[src/rtl/comm_pkg.sv]
// Package: shared constants and helpers for the four-phase commutator.
// Assumes every count value is below 2**CNT_W and the cycle length is at least 4.
package comm_pkg;
    localparam int NUM_PH = 4;

    // Circular add: (a + d) mod m, valid when a < m and d <= m.
    function automatic logic [31:0] mod_add(input logic [31:0] a, input logic [31:0] d,
                                            input logic [31:0] m);
        logic [31:0] s;
        s = a + d;
        return (s >= m) ? s - m : s;
    endfunction

    // Circular subtract: (a - d) mod m, valid when a < m and d <= m.
    function automatic logic [31:0] mod_sub(input logic [31:0] a, input logic [31:0] d,
                                            input logic [31:0] m);
        return (a >= d) ? a - d : a + m - d;
    endfunction
endpackage

[src/rtl/index_qualifier.sv]
// Module: index_qualifier
// Emits a one-cycle pulse when the active-low index input has fallen from high
// and has then been sampled low on FILT consecutive edges. Lows shorter than
// FILT edges are dropped. A low that is held produces only one pulse.
// Assumes index_n is already synchronous to clk.
module index_qualifier #(
    parameter int FILT = 3
) (
    input  logic clk,
    input  logic rst_n,
    input  logic index_n,
    output logic idx_pulse
);
    localparam int HW = FILT + 1;

    logic [HW-1:0] hist;

    // Purpose: shift index samples into the history, newest in bit 0.
    always_ff @(posedge clk) begin
        if (!rst_n) hist <= '1;
        else        hist <= {hist[HW-2:0], index_n};
    end

    // Purpose: fire when the oldest sample was high and the FILT newest are low.
    always_comb begin
        idx_pulse = hist[HW-1] && (hist[HW-2:0] == '0);
    end

    AST_IDX_ONE_SHOT: assert property (@(posedge clk) disable iff (!rst_n)
        idx_pulse |=> !idx_pulse);
endmodule

[src/rtl/ring_counter.sv]
// Module: ring_counter
// Tracks rotor position within one electrical cycle. In tracking mode it
// follows the decoder count strobes, and a qualified index clears it with top
// priority. In inhibit mode it ignores both and moves by one quarter cycle per
// step strobe. Assumes cycle is a multiple of 4, at least 4, and static
// outside reset.
module ring_counter #(
    parameter int CNT_W = 12
) (
    input  logic             clk,
    input  logic             rst_n,
    input  logic [CNT_W-1:0] cycle,
    input  logic [CNT_W-1:0] quarter,
    input  logic             cnt_strobe,
    input  logic             cnt_dir,
    input  logic             idx_pulse,
    input  logic             inhibit,
    input  logic             step_strobe,
    input  logic             step_dir,
    output logic [CNT_W-1:0] pos
);
    import comm_pkg::*;

    logic             move;
    logic             up;
    logic [CNT_W-1:0] delta;
    logic [CNT_W-1:0] pos_nx;

    // Purpose: choose the move source, size and direction for the current mode.
    always_comb begin
        move  = inhibit ? step_strobe : cnt_strobe;
        up    = inhibit ? step_dir    : cnt_dir;
        delta = inhibit ? quarter     : CNT_W'(1);
    end

    // Purpose: work out the next position; the index wins over any count.
    always_comb begin
        pos_nx = pos;
        if (idx_pulse && !inhibit)
            pos_nx = '0;
        else if (move && up)
            pos_nx = CNT_W'(mod_add(32'(pos), 32'(delta), 32'(cycle)));
        else if (move)
            pos_nx = CNT_W'(mod_sub(32'(pos), 32'(delta), 32'(cycle)));
    end

    // Purpose: hold the ring position register.
    always_ff @(posedge clk) begin
        if (!rst_n) pos <= '0;
        else        pos <= pos_nx;
    end

    AST_POS_IN_RANGE: assert property (@(posedge clk) disable iff (!rst_n)
        pos < cycle);
    AST_INDEX_CLEARS: assert property (@(posedge clk) disable iff (!rst_n)
        idx_pulse && !inhibit |=> pos == '0);
    AST_INHIBIT_HOLDS: assert property (@(posedge clk) disable iff (!rst_n)
        inhibit && !step_strobe |=> $stable(pos));
    AST_IDLE_HOLDS: assert property (@(posedge clk) disable iff (!rst_n)
        !inhibit && !cnt_strobe && !idx_pulse |=> $stable(pos));
endmodule

[src/rtl/phase_decoder.sv]
// Module: phase_decoder
// Applies the advance to the ring position, then tests the result against the
// four quarter windows, each widened by the overlap. The enables are
// registered. Assumes advance < cycle and overlap < cycle/4.
module phase_decoder #(
    parameter int CNT_W = 12
) (
    input  logic                       clk,
    input  logic                       rst_n,
    input  logic [CNT_W-1:0]           pos,
    input  logic [CNT_W-1:0]           cycle,
    input  logic [CNT_W-1:0]           quarter,
    input  logic [CNT_W-1:0]           overlap,
    input  logic [CNT_W-1:0]           advance,
    output logic [comm_pkg::NUM_PH-1:0] phase_en
);
    import comm_pkg::*;

    localparam int EW = CNT_W + 2;

    logic [EW-1:0]     eff;
    logic [NUM_PH-1:0] act;

    // Purpose: effective position = (pos + advance) mod cycle.
    always_comb begin
        eff = EW'(mod_add(32'(pos), 32'(advance), 32'(cycle)));
    end

    for (genvar k = 0; k < NUM_PH; k++) begin : g_win
        logic [EW-1:0] base;
        logic [EW-1:0] rel;
        // Purpose: distance of eff past this phase's window start, taken circularly.
        always_comb begin
            base = EW'(k) * EW'(quarter);
            rel  = EW'(mod_sub(32'(eff), 32'(base), 32'(cycle)));
        end
        assign act[k] = (rel < EW'(quarter) + EW'(overlap)) ||
                        (rel + EW'(overlap) >= EW'(cycle));
    end

    // Purpose: register the window decisions; dark during reset.
    always_ff @(posedge clk) begin
        if (!rst_n) phase_en <= '0;
        else        phase_en <= act;
    end

    AST_SINGLE_PHASE: assert property (@(posedge clk) disable iff (!rst_n)
        $past(rst_n) && ($past(overlap) == '0) |-> $countones(phase_en) == 1);
endmodule

[src/rtl/phase_commutator.sv]
// Module: phase_commutator (top)
// Four-phase commutator. The index qualifier feeds the ring counter, and the
// ring counter feeds the phase window decoder. Assumes the configuration is a
// valid cycle (multiple of 4), overlap < cycle/4 and advance < cycle, and that
// it changes only while reset is held.
module phase_commutator #(
    parameter int CNT_W = 12,
    parameter int FILT  = 3
) (
    input  logic             clk,
    input  logic             rst_n,
    input  logic             cnt_strobe,
    input  logic             cnt_dir,
    input  logic             index_n,
    input  logic             inhibit,
    input  logic             step_strobe,
    input  logic             step_dir,
    input  logic [CNT_W-1:0] cfg_cycle,
    input  logic [CNT_W-1:0] cfg_overlap,
    input  logic [CNT_W-1:0] cfg_advance,
    output logic [3:0]       phase_en
);
    logic             idx_pulse;
    logic [CNT_W-1:0] quarter;
    logic [CNT_W-1:0] pos;

    // Purpose: one phase window is a quarter of the electrical cycle.
    always_comb begin
        quarter = cfg_cycle >> 2;
    end

    index_qualifier #(.FILT(FILT)) u_idx (
        .clk       (clk),
        .rst_n     (rst_n),
        .index_n   (index_n),
        .idx_pulse (idx_pulse)
    );

    ring_counter #(.CNT_W(CNT_W)) u_ring (
        .clk         (clk),
        .rst_n       (rst_n),
        .cycle       (cfg_cycle),
        .quarter     (quarter),
        .cnt_strobe  (cnt_strobe),
        .cnt_dir     (cnt_dir),
        .idx_pulse   (idx_pulse),
        .inhibit     (inhibit),
        .step_strobe (step_strobe),
        .step_dir    (step_dir),
        .pos         (pos)
    );

    phase_decoder #(.CNT_W(CNT_W)) u_dec (
        .clk      (clk),
        .rst_n    (rst_n),
        .pos      (pos),
        .cycle    (cfg_cycle),
        .quarter  (quarter),
        .overlap  (cfg_overlap),
        .advance  (cfg_advance),
        .phase_en (phase_en)
    );

    AST_RESET_DARK: assert property (@(posedge clk)
        !rst_n |=> phase_en == 4'b0000);
endmodule

[config.mk]
export PLATFORM = sky130hd
export DESIGN_NAME = phase_commutator
export DESIGN_NICKNAME = d
export VERILOG_FILES = /design/src/rtl/comm_pkg.sv /design/src/rtl/index_qualifier.sv /design/src/rtl/ring_counter.sv /design/src/rtl/phase_decoder.sv /design/src/rtl/phase_commutator.sv
export SDC_FILE = /design/constraint.sdc
export NUM_CORES = 1
export LEC_CHECK = 0
export ABC_AREA = 1
export ABC_CLOCK_PERIOD_IN_PS = 20400
export BUFFER_PORTS_ARGS = -buffer_cell sky130_fd_sc_hd__buf_2
export CORE_MARGIN = 1
export CORE_UTILIZATION = 55
export DETAILED_ROUTE_END_ITERATION = 6
export PLACE_DENSITY = 0.81
export SYNTH_ARGS = -nofsm -noshare
export SYNTH_HDL_FRONTEND = slang
export SYNTH_HIERARCHICAL = 1
export SYNTH_SLANG_ARGS = --single-unit
[constraint.sdc]
create_clock -name clk -period 20.4 [get_ports clk]
set_input_delay 1.02 -clock clk [delete_from_list [all_inputs] [get_ports clk]]
set_output_delay 1.02 -clock clk [all_outputs]
set_load 0.01 [all_outputs]
==> results of run 1 <==
## cells by family (layout without fill, tap and decap cells)
| group | Yosys count | in the layout | share of synthesized area, % |
|---|---|---|---|
| simple gates | 1020 | 1020 | 29.1 |
| buf+inv | 476 | 514 | 11.9 |
| compound gates | 462 | 462 | 16.9 |
| fa+ha+maj | 358 | 358 | 30.0 |
| xor+xnor | 161 | 161 | 9.00 |
| flops | 20 | 20 | 2.55 |
| mux | 9 | 9 | 0.575 |
| other cells | 1 | 12 | 0.0239 |
## worst register-to-register path: cells and delay by family (launching register included)
| family | cells | cell delay, ns |
|---|---|---|
| DFF | 1 | 0.57 |
| AOI/OAI and AO/OA | 16 | 2.82 |
| and+or+nand+nor | 23 | 2.47 |
| buffers and inverters | 6 | 0.99 |
| xor gates and xnor gates | 3 | 0.62 |
| adders and majority gates | 6 | 2.22 |
## layout by cell type (no fill, tap or decap), types with 10 or more instances in the layout
| master | synthesis | final |
|---|---|---|
| nand2_1 | 562 | 562 |
| inv_1 | 429 | 429 |
| ha_1 | 329 | 329 |
| a21oi_1 | 227 | 227 |
| nor2_1 | 151 | 151 |
| nand3_1 | 140 | 140 |
| o21ai_0 | 116 | 115 |
| xor2_1 | 103 | 103 |
| xnor2_1 | 58 | 58 |
| buf_2 | 2 | 47 |
| nand4_1 | 37 | 37 |
| nor3_1 | 30 | 30 |
| fa_1 | 29 | 29 |
| nand2_2 | 26 | 26 |
| o21bai_1 | 22 | 22 |
| dfxtp_1 | 20 | 20 |
| nand3b_1 | 16 | 16 |
| inv_2 | 16 | 16 |
| a21o_1 | 15 | 15 |
| o21a_1 | 12 | 12 |
| a31oi_1 | 12 | 12 |
| conb_1 | 1 | 11 |
| buf_4 | 8 | 11 |
| nor2_2 | 10 | 10 |
## state kept, by name, summed over array words and instances (netlist names)
register and flops:
u_ring/pos 12, u_dec/phase_en 4, u_idx/hist 4
## cells in the mapped netlist, types with 3 or more instances
cell | number | area, µm²
o31ai_1 | 3 | 22.5
xor2_1 | 103 | 902
nor2_4 | 5 | 56.3
o21ai_0 | 116 | 581
nand3_2 | 9 | 90.1
fa_1 | 29 | 581
nand2_2 | 26 | 163
ha_1 | 329 | 4120
nand3b_1 | 16 | 120
a211oi_1 | 9 | 67.6
o2111ai_1 | 9 | 78.8
a21oi_2 | 8 | 70.1
o21a_1 | 12 | 90.1
clkinv_1 | 3 | 11.3
nor3_1 | 30 | 150
nand2_4 | 9 | 101
dfxtp_1 | 20 | 400
a21oi_1 | 227 | 1140
buf_6 | 5 | 56.3
nand2_1 | 562 | 2110
o21ai_2 | 3 | 26.3
o21bai_1 | 22 | 165
o211ai_1 | 7 | 52.6
o22ai_1 | 4 | 25.0
mux2i_1 | 9 | 90.1
a31oi_1 | 12 | 75.1
o221ai_1 | 4 | 35.0
clkbuf_1 | 9 | 33.8
inv_1 | 429 | 1610
buf_4 | 8 | 60.1
nor2_2 | 10 | 62.6
or2_2 | 8 | 50.1
nand4_1 | 37 | 231
nand3_1 | 140 | 701
inv_2 | 16 | 60.1
a21boi_0 | 3 | 22.5
a21o_1 | 15 | 113
nor2_1 | 151 | 567
xnor2_1 | 58 | 508
and2_1 | 6 | 37.5
## layout make-up
type                    count  area [µm²]
diodes                      1        2.50
flip-flops and latches     20         400
multi-input cells        2021       13400
clock buffers               3        75.1
clock inverters             1        30.0
fillers                  2837       11500
repair buffers             58         318
inverters                 452        1710
well taps                 378         473
## per-layer routing
layer	up-vias	global-route usage, %	share of wire, %
met5	-	0	0
met4	0	13.3	3.7
met3	127	6.59	11
met2	883	58.0	42
met1	7884	51.9	43
li1	8357	-	-
## stage by stage
step	std cells	area [µm²]
2_1_floorplan	2517	15700
3_3_place_gp	2929	16300
5_1_grt	2933	16400
6_report	2934	16400
4_1_cts	2933	16400
3_5_place_dp	2929	16300
## path summary, 6_finish.rpt
kind	from	end	slack [ns]
hold reg to reg	u_idx/hist[0]$_SDFF_PN1_	u_idx/hist[1]$_SDFF_PN1_	0.43
hold / removal	u_idx/hist[0]$_SDFF_PN1_	u_idx/hist[1]$_SDFF_PN1_	0.43
setup reg to reg	u_ring/pos[2]$_SDFFE_PP0P_	u_dec/phase_en[3]$_SDFF_PN0_	10.65
setup / recovery	cfg_advance[2]	u_dec/phase_en[3]$_SDFF_PN0_	10.40
==> metrics.md, run 1 <==
| Metric | Value |
|---|---|
| Status | finished, final reports clean |
| Ys async rst share | 0% |
| PortBufs | 47 |
| Final setup vio count | 0 |
| Tcrit/Tclk final | 49.0% |
| WP data arrival | 10.21 ns |
| Core region area | 0.0279 mm² |
| CTS Hold Buffers Added | 0 |
| Peak Freq | 0.100 GHz |
| DP Wirelength | 45,300 µm |
| DIE AREA | 0.0292 mm² |
| Number of synthesized register bits | 20 |
| Vias/cell | 5.88 |
| Pre-CTS setup slack | 10.39 ns |
| Mapped Cells | 2,507 |
| Worst Clk Skew | 0.00567 ns |
| RSZ-0062 raised after global routing | false |
| Share of layout cells above drive strength 1 | 6.61% |
| Critical path endpoint category | flop |
| Critical-path top delay cell | fa_1 |
| Number of remaining DRC errors | 0 |
| Crit path max-delay family | compound AO/OA/AOI/OAI gates |
| Hold Crit Depth | 2 |
| Clock Latency Late Sink | 0.27 ns |
| Starting Density | 56.1% |
| Tmin final | 10.00 ns |
| Row count | 61 |
| Final Max Slew Viols | 0 |
| I/O pin count | 48 |
| First-pass GRT wire length | 84,100 µm |
| GRT Total Usage | 37.5% |
| Post-CTS Resized | 0 |
| Crit path buffers/inverters | 7 |
| Setup TNS | 0 ns |
| Reg2Reg Depth | 54 |
| Postcts setup bufs | 0 |
| CTS tree | done |
| Setup Crit Path Kind | input port to flop |
| Post-Route WL | 54,700 µm |
| Library cells used by synthesis | 59 |
| Startpoint types | input port |
| Most used DFF post-synth | dfxtp_1 |
| Iter 0 DRT Violations | 2,005 |
| Setup ws final | 10.40 ns |
| Drt wl/cell | 18.6 µm |
| Vias in the first global route | 15.8k |
| Antenna violations before repair | 0 |
| Routed via count | 17.3k |
| Clock Pin Slew Worst Setup and Hold Paths | 0.07 ns |
| Hold Crit Class | flop to flop |
| Syn Area/Cell | 6.25 µm² |
| Area delta synth->final | 4.95% |
| Post-layout util | 58.9% |
| Critical path required time | 20.60 ns |
| Sequential share of the synthesized area | 2.55% |
| Drt pass-1 iters | 5 |
| Root Driver | clkbuf_16 |
| Gp weighted congestion | 1.02 |
| Crit-path max FO | 19 |
| Worst Hold Slack | 0.426 ns |
| CTS H-tree lvls | 1 |
| Max_slew headroom | 27.1% |
| Final Hold Fails | 0 |
| Final net count | 2,958 |
| Clock sinks | 20 |
| Levels on crit path | 55 |
| Die Y | 171 µm |
| Total congestion overflow | 0 |
| CTS max path bufs | 2 |
| Die width | 171 µm |
| DRT antenna net count | 0 |
| Area of the mapped netlist | 0.0157 mm² |
| Max_cap viols | 0 |
| Ys Warns | 6 |
| CTS Buf Count | 3 |
| Slew @ Worst Pin | 1.08 ns |
| Delay of the slowest critical-path stage | 0.46 ns |
| Number of enable flip-flop cells after synthesis | 0 |
| Largest net degree at the start of global routing | 22 |
Power of run 1 is left out: the tool's default activity adds up to more than one toggle a clock period on the data nets, which glitch-free logic cannot reach.
==> run 2: changes to the inputs <==
Settings changed: ABC_CLOCK_PERIOD_IN_PS 20400 to 9990.
Clock period 20.4 ns to 9.99 ns, I/O delays scaled along.
==> run 2 against run 1 <==
Compared with the run above: cell area increased by 0.34%; wire length increased by 1.7%; non-clock buffer count increased by 5; worst setup slack got worse by 9.8 ns; die area unchanged; hold slack got worse by 0.028 ns.
==> metrics.md, run 2 (same netlist as run 1, synthesis figures left out) <==
| Metric | Value |
|---|---|
| Status | finished, final reports clean |
| Number of diodes | 0 (-1) |
| DP Wirelength | 46,300 µm (+2.3%) |
| DRT antenna net count | 0 (unchanged) |
| Worst Clk Skew | 0.00501 ns (-0.000659 ns) |
| Setup ws final | 0.590 ns (-9.81 ns) |
| Area delta synth->final | 5.31% |
| Peak Freq | 0.106 GHz |
| Antenna violations before repair | 1 (+1) |
| GRT Total Usage | 38.1% (+0.57 points) |
| Vias in the first global route | 15.9k (+0.64%) |
| RSZ-0062 raised after global routing | true |
| Vias/cell | 5.83 (-0.80%) |
| Hold Crit Class | input port to flop |
| Startpoint types | flop |
| Largest regs | u_ring/pos (12), u_dec/phase_en (4), u_idx/hist (4) |
| Clock Latency Late Sink | 0.27 ns (about the same) |
| CTS Buf Count | 3 (unchanged) |
| RR Startpoint | u_ring/pos[2]$_SDFFE_PP0P_ |
| Critical path required time | 10.15 ns (-10.45 ns) |
| Die width | 171 µm (unchanged) |
| Core region area | 0.0279 mm² (unchanged) |
| Final Hold Fails | 0 (unchanged) |
| Share of layout cells above drive strength 1 | 6.95% (+0.34 points) |
| Final setup vio count | 0 (unchanged) |
| Critical path endpoint category | flop |
| Number of remaining DRC errors | 0 (unchanged) |
| Filler cell count in the final layout | 2,807 (-1.1%) |
| Postcts setup bufs | 0 (unchanged) |
| Post-CTS Resized | 0 (unchanged) |
| Max reg flops | 12 (unchanged) |
| Tmin final | 9.40 ns |
| WP data arrival | 9.56 ns (-0.65 ns) |
| Post-Route WL | 55,600 µm (+1.7%) |
| Final net count | 2,963 (+0.17%) |
| Slew @ Worst Pin | 1.24 ns (+0.154 ns) |
| First-pass GRT wire length | 84,600 µm (+0.67%) |
| Final Max Slew Viols | 0 (unchanged) |
| Starting Density | 56.1% (unchanged) |
| Setup Crit Path Kind | flop to flop |
| Pre-CTS setup slack | 0.443 ns (-9.94 ns) |
| Crit-path max FO | 19 (unchanged) |
| Drt wl/cell | 18.9 µm (+1.6%) |
| Routed via count | 17.1k (-0.66%) |
| Tcrit/Tclk final | 94.1% |
| Placed insts | 2,934 (+0.17%) |
| CTS tree | done |
| Most used cell, CP | nand2_1 |
| Iter 0 DRT Violations | 1,857 (-7.4%) |
| Total congestion overflow | 0 (unchanged) |
| Drt pass-1 iters | 6 (+1) |
| PortBufs | 47 (unchanged) |
| DIE AREA | 0.0292 mm² (unchanged) |
| Clock sinks | 20 (unchanged) |
| CTS H-tree lvls | 1 (unchanged) |
| I/O pin count | 48 (unchanged) |
| Clock Pin Slew Worst Setup and Hold Paths | 0.07 ns (about the same) |
| Gp weighted congestion | 1.02 (-0.45%) |
| CTS Hold Buffers Added | 0 (unchanged) |
| Die Y | 171 µm (unchanged) |
| Delay of the slowest critical-path stage | 0.51 ns (+0.05 ns) |
| Commonest non-fill, non-tap cells in the layout | nand2_1, inv_1, ha_1 |
| Hold Crit Start | index_n |
| Row count | 61 (unchanged) |
| Commonest non-fill, non-tap cell in the layout | nand2_1 |
| Setup crit start | u_ring/pos[2]$_SDFFE_PP0P_ |
| Critical-path top delay cell | dfxtp_1 |
| CTS max path bufs | 2 (unchanged) |
| Fin cells | 2,938 (+0.14%) |
| Root Driver | clkbuf_16 |
| Largest net degree at the start of global routing | 22 (unchanged) |
| Max_cap viols | 0 (unchanged) |
| Max_slew headroom | 16.7% (-10 points) |
| Top reg by flops | u_ring/pos |
==> run 2: area by class of cell <==
class | count | area [µm²] | area share [%]
multi-input combinational | 2021 | 13500 | 81.5
clock buffer | 3 | 75.1 | 0.455
sequential | 20 | 400 | 2.43
clock inverter | 1 | 30.0 | 0.182
tap | 378 | 473 | 2.87
inverter | 452 | 1720 | 10.4
timing repair buffer | 63 | 355 | 2.15
==> run 2: metal layers <==
layer / wire [µm] / track usage [%] / vias to the layer above
li1: - / - / 8356
met1: 24200 / 52.2 / 7855
met2: 22800 / 57.9 / 828
met3: 6790 / 8.61 / 96
met4: 1870 / 13.6 / 2
met5: 15 / 0 / -
==> run 2: final timing paths <==
check,to,slack [ns],depth (start not counted)
worst min register to register,u_idx/hist[1]$_SDFF_PN1_,0.43,2
worst min-delay path,u_idx/hist[0]$_SDFF_PN1_,0.40,3
worst max-delay path,u_dec/phase_en[2]$_SDFF_PN0_,0.59,52
worst max register to register,u_dec/phase_en[2]$_SDFF_PN0_,0.59,52
==> run 2: critical path: cells and delay by family, from the launching register on <==
family	cells	cell delay [ns]
buffers and inverters	6	0.87
AND/OR/NAND/NOR	22	2.34
flip-flops	1	0.51
multiplexers	1	0.28
adder cells (fa/ha/maj)	6	2.15
AO/OA/AOI/OAI	13	2.22
XOR/XNOR	4	0.90
==> run 2: per-stage QoR <==
stage                     cell area (µm²)  setup TNS (ns)  utilization (%)  hold slack (ns)
after detailed placement            16400               0             58.7            0.408
after CTS                           16500               0             59.0            0.394
final                               16500               0             59.1            0.398
after floorplan                     15700               0                -            0.392
after global placement              16400               0             58.7            0.395
after global routing                16500          -0.119             59.1            0.429
Power of run 2 is left out for the same reason.
==> run 3: changes to the inputs <==
Settings changed: PLACE_DENSITY 0.81 to 0.72.
==> run 3 against run 2 <==
Compared with the run above: wire length fell by 1.9%; flip-flop and latch count did not move; non-clock buffer count fell by 1; largest cell class unchanged.
==> metrics.md, run 3 (same netlist as run 1, synthesis figures left out) <==
| Metric | Value |
|---|---|
| RSZ-0062 raised after global routing | false |
| Critical-path top delay cell | fa_1 |
| WP data arrival | 9.64 ns (+0.08 ns) |
| CTS Buf Count | 3 (unchanged) |
| Row count | 61 (unchanged) |
| Hold Crit Start | u_idx/hist[1]$_SDFF_PN1_ |
| Commonest non-fill, non-tap cells in the layout | nand2_1, inv_1, ha_1 |
| Max_slew headroom | 21.8% (+5.1 points) |
| I/O pin count | 48 (unchanged) |
| Routed via count | 17.2k (+0.35%) |
| DRT antenna net count | 0 (unchanged) |
| Max_cap viols | 0 (unchanged) |
| Hold Crit Class | flop to flop |
| Share of layout cells above drive strength 1 | 6.96% (about the same) |
| Largest regs | u_ring/pos (12), u_dec/phase_en (4), u_idx/hist (4) |
| Root Driver | clkbuf_16 |
| Peak Freq | 0.106 GHz (-0.52%) |
| DP Wirelength | 45,300 µm (-2.3%) |
| CTS max path bufs | 2 (unchanged) |
| Final net count | 2,962 (-0.034%) |
| Commonest non-fill, non-tap cell in the layout | nand2_1 |
| Die Y | 171 µm (unchanged) |
| Vias/cell | 5.86 (+0.38%) |
| CTS tree | done |
| Clock Pin Slew Worst Setup and Hold Paths | 0.07 ns (about the same) |
| Setup Crit Path Kind | flop to flop |
| Setup crit start | u_ring/pos[2]$_SDFFE_PP0P_ |
| Fin cells | 2,937 (-0.034%) |
| CTS H-tree lvls | 1 (unchanged) |
| Critical path endpoint category | flop |
| Status | finished, final reports clean |
| Die width | 171 µm (unchanged) |
| Placed insts | 2,933 (-0.034%) |
| Final Max Slew Viols | 0 (unchanged) |
| Multi-input logic area | 0.0135 mm² (about the same) |
| PortBufs | 47 (unchanged) |
| Final Hold Fails | 0 (unchanged) |
| Largest net degree at the start of global routing | 22 (unchanged) |
| Critical path required time | 10.18 ns (+0.03 ns) |
| Total congestion overflow | 0 (unchanged) |
| DIE AREA | 0.0292 mm² (unchanged) |
| Gp weighted congestion | 0.956 (-5.9%) |
| Max reg flops | 12 (unchanged) |
| Top reg by flops | u_ring/pos |
| Clock sinks | 20 (unchanged) |
| Vias in the first global route | 15.6k (-1.9%) |
| Filler cell count in the final layout | 2,830 (+0.82%) |
| Postcts setup bufs | 0 (unchanged) |
| First-pass GRT wire length | 83,400 µm (-1.5%) |
| Core region area | 0.0279 mm² (unchanged) |
| Final setup vio count | 0 (unchanged) |
| Post-layout util | 59.1% (about the same) |
| Starting Density | 56.1% (unchanged) |
| Delay of the slowest critical-path stage | 0.52 ns (about the same) |
| Clock Latency Late Sink | 0.27 ns (about the same) |
| Crit path max-delay family | compound AO/OA/AOI/OAI gates |
| Post-Route WL | 54,600 µm (-1.9%) |
| Number of remaining DRC errors | 0 (unchanged) |
| Slew @ Worst Pin | 1.16 ns (-0.0759 ns) |
| Crit-path max FO | 8 (-11) |
| Iter 0 DRT Violations | 1,840 (-0.92%) |
| FF/Latch Area | 403 µm² (+0.62%) |
| Antenna violations before repair | 0 (-1) |
| Worst Clk Skew | 0.00988 ns (+0.00487 ns) |
| Tcrit/Tclk final | 94.6% (+0.49 points) |
| Area delta synth->final | 5.28% (about the same) |
| Drt pass-1 iters | 6 (unchanged) |
| Setup TNS | 0 ns (unchanged) |
| Number of diodes | 0 (unchanged) |
| GRT Total Usage | 37.4% (-0.70 points) |
| Startpoint types | flop |
| CTS Hold Buffers Added | 0 (unchanged) |
| Drt wl/cell | 18.6 µm (-1.9%) |
| Crit path buffers/inverters | 6 (unchanged) |
| Tmin final | 9.45 ns (+0.0494 ns) |
| Most used cell, CP | a21oi_1 |
| RR Startpoint | u_ring/pos[2]$_SDFFE_PP0P_ |
==> run 3: final timing paths <==
kind | to | slack [ns] | cells after the start
setup reg to reg | u_dec/phase_en[3]$_SDFF_PN0_ | 0.54 | 50
hold reg to reg | u_idx/hist[2]$_SDFF_PN1_ | 0.42 | 2
setup / recovery | u_dec/phase_en[3]$_SDFF_PN0_ | 0.54 | 50
hold / removal | u_idx/hist[2]$_SDFF_PN1_ | 0.42 | 2
==> run 3: per-layer routing <==
| layer | global-route usage, % | wire length (µm) |
|---|---|---|
| met4 | 11.0 | 1640 |
| met3 | 3.68 | 5320 |
| met1 | 55.1 | 25300 |
| met2 | 56.8 | 22400 |
| met5 | 0 | 0 |
==> run 3: layout make-up <==
cell class                 count  area share (%)
multi-input combinational   2021            81.6
clock buffer                   3           0.455
inverter                     452            10.4
tap                          378            2.87
sequential                    20            2.44
clock inverter                 1           0.182
timing repair buffer          62            2.11
==> run 3: worst register-to-register path, delay by kind of cell (launching register included) <==
family                   cells  cell delay, ns
adder cells (fa/ha/maj)      6            2.32
XOR/XNOR                     3            0.83
AO/OA/AOI/OAI               15            2.73
buffers and inverters        6            0.88
AND/OR/NAND/NOR             20            2.25
flip-flops                   1            0.38
==> run 3: metrics by stage <==
step / setup WS (ns) / instance area (µm²) / hold slack [ns]
finish: 0.540 / 16500 / 0.421
global route: 0.00897 / 16500 / 0.458
floorplan: 1.84 / 15700 / 0.392
detailed placement: 0.526 / 16400 / 0.410
global placement: 0.711 / 16400 / 0.401
CTS: 0.585 / 16500 / 0.424
==> run 3: repair_timing <==
| item | 4_1_cts | 5_1_grt |
|---|---|---|
| endpoints found under the hold margin | 0 | 0 |
| setup endpoints to repair | 0 | 3 |
| gates resized for setup | 0 | 5 |
Power of run 3 is left out for the same reason.
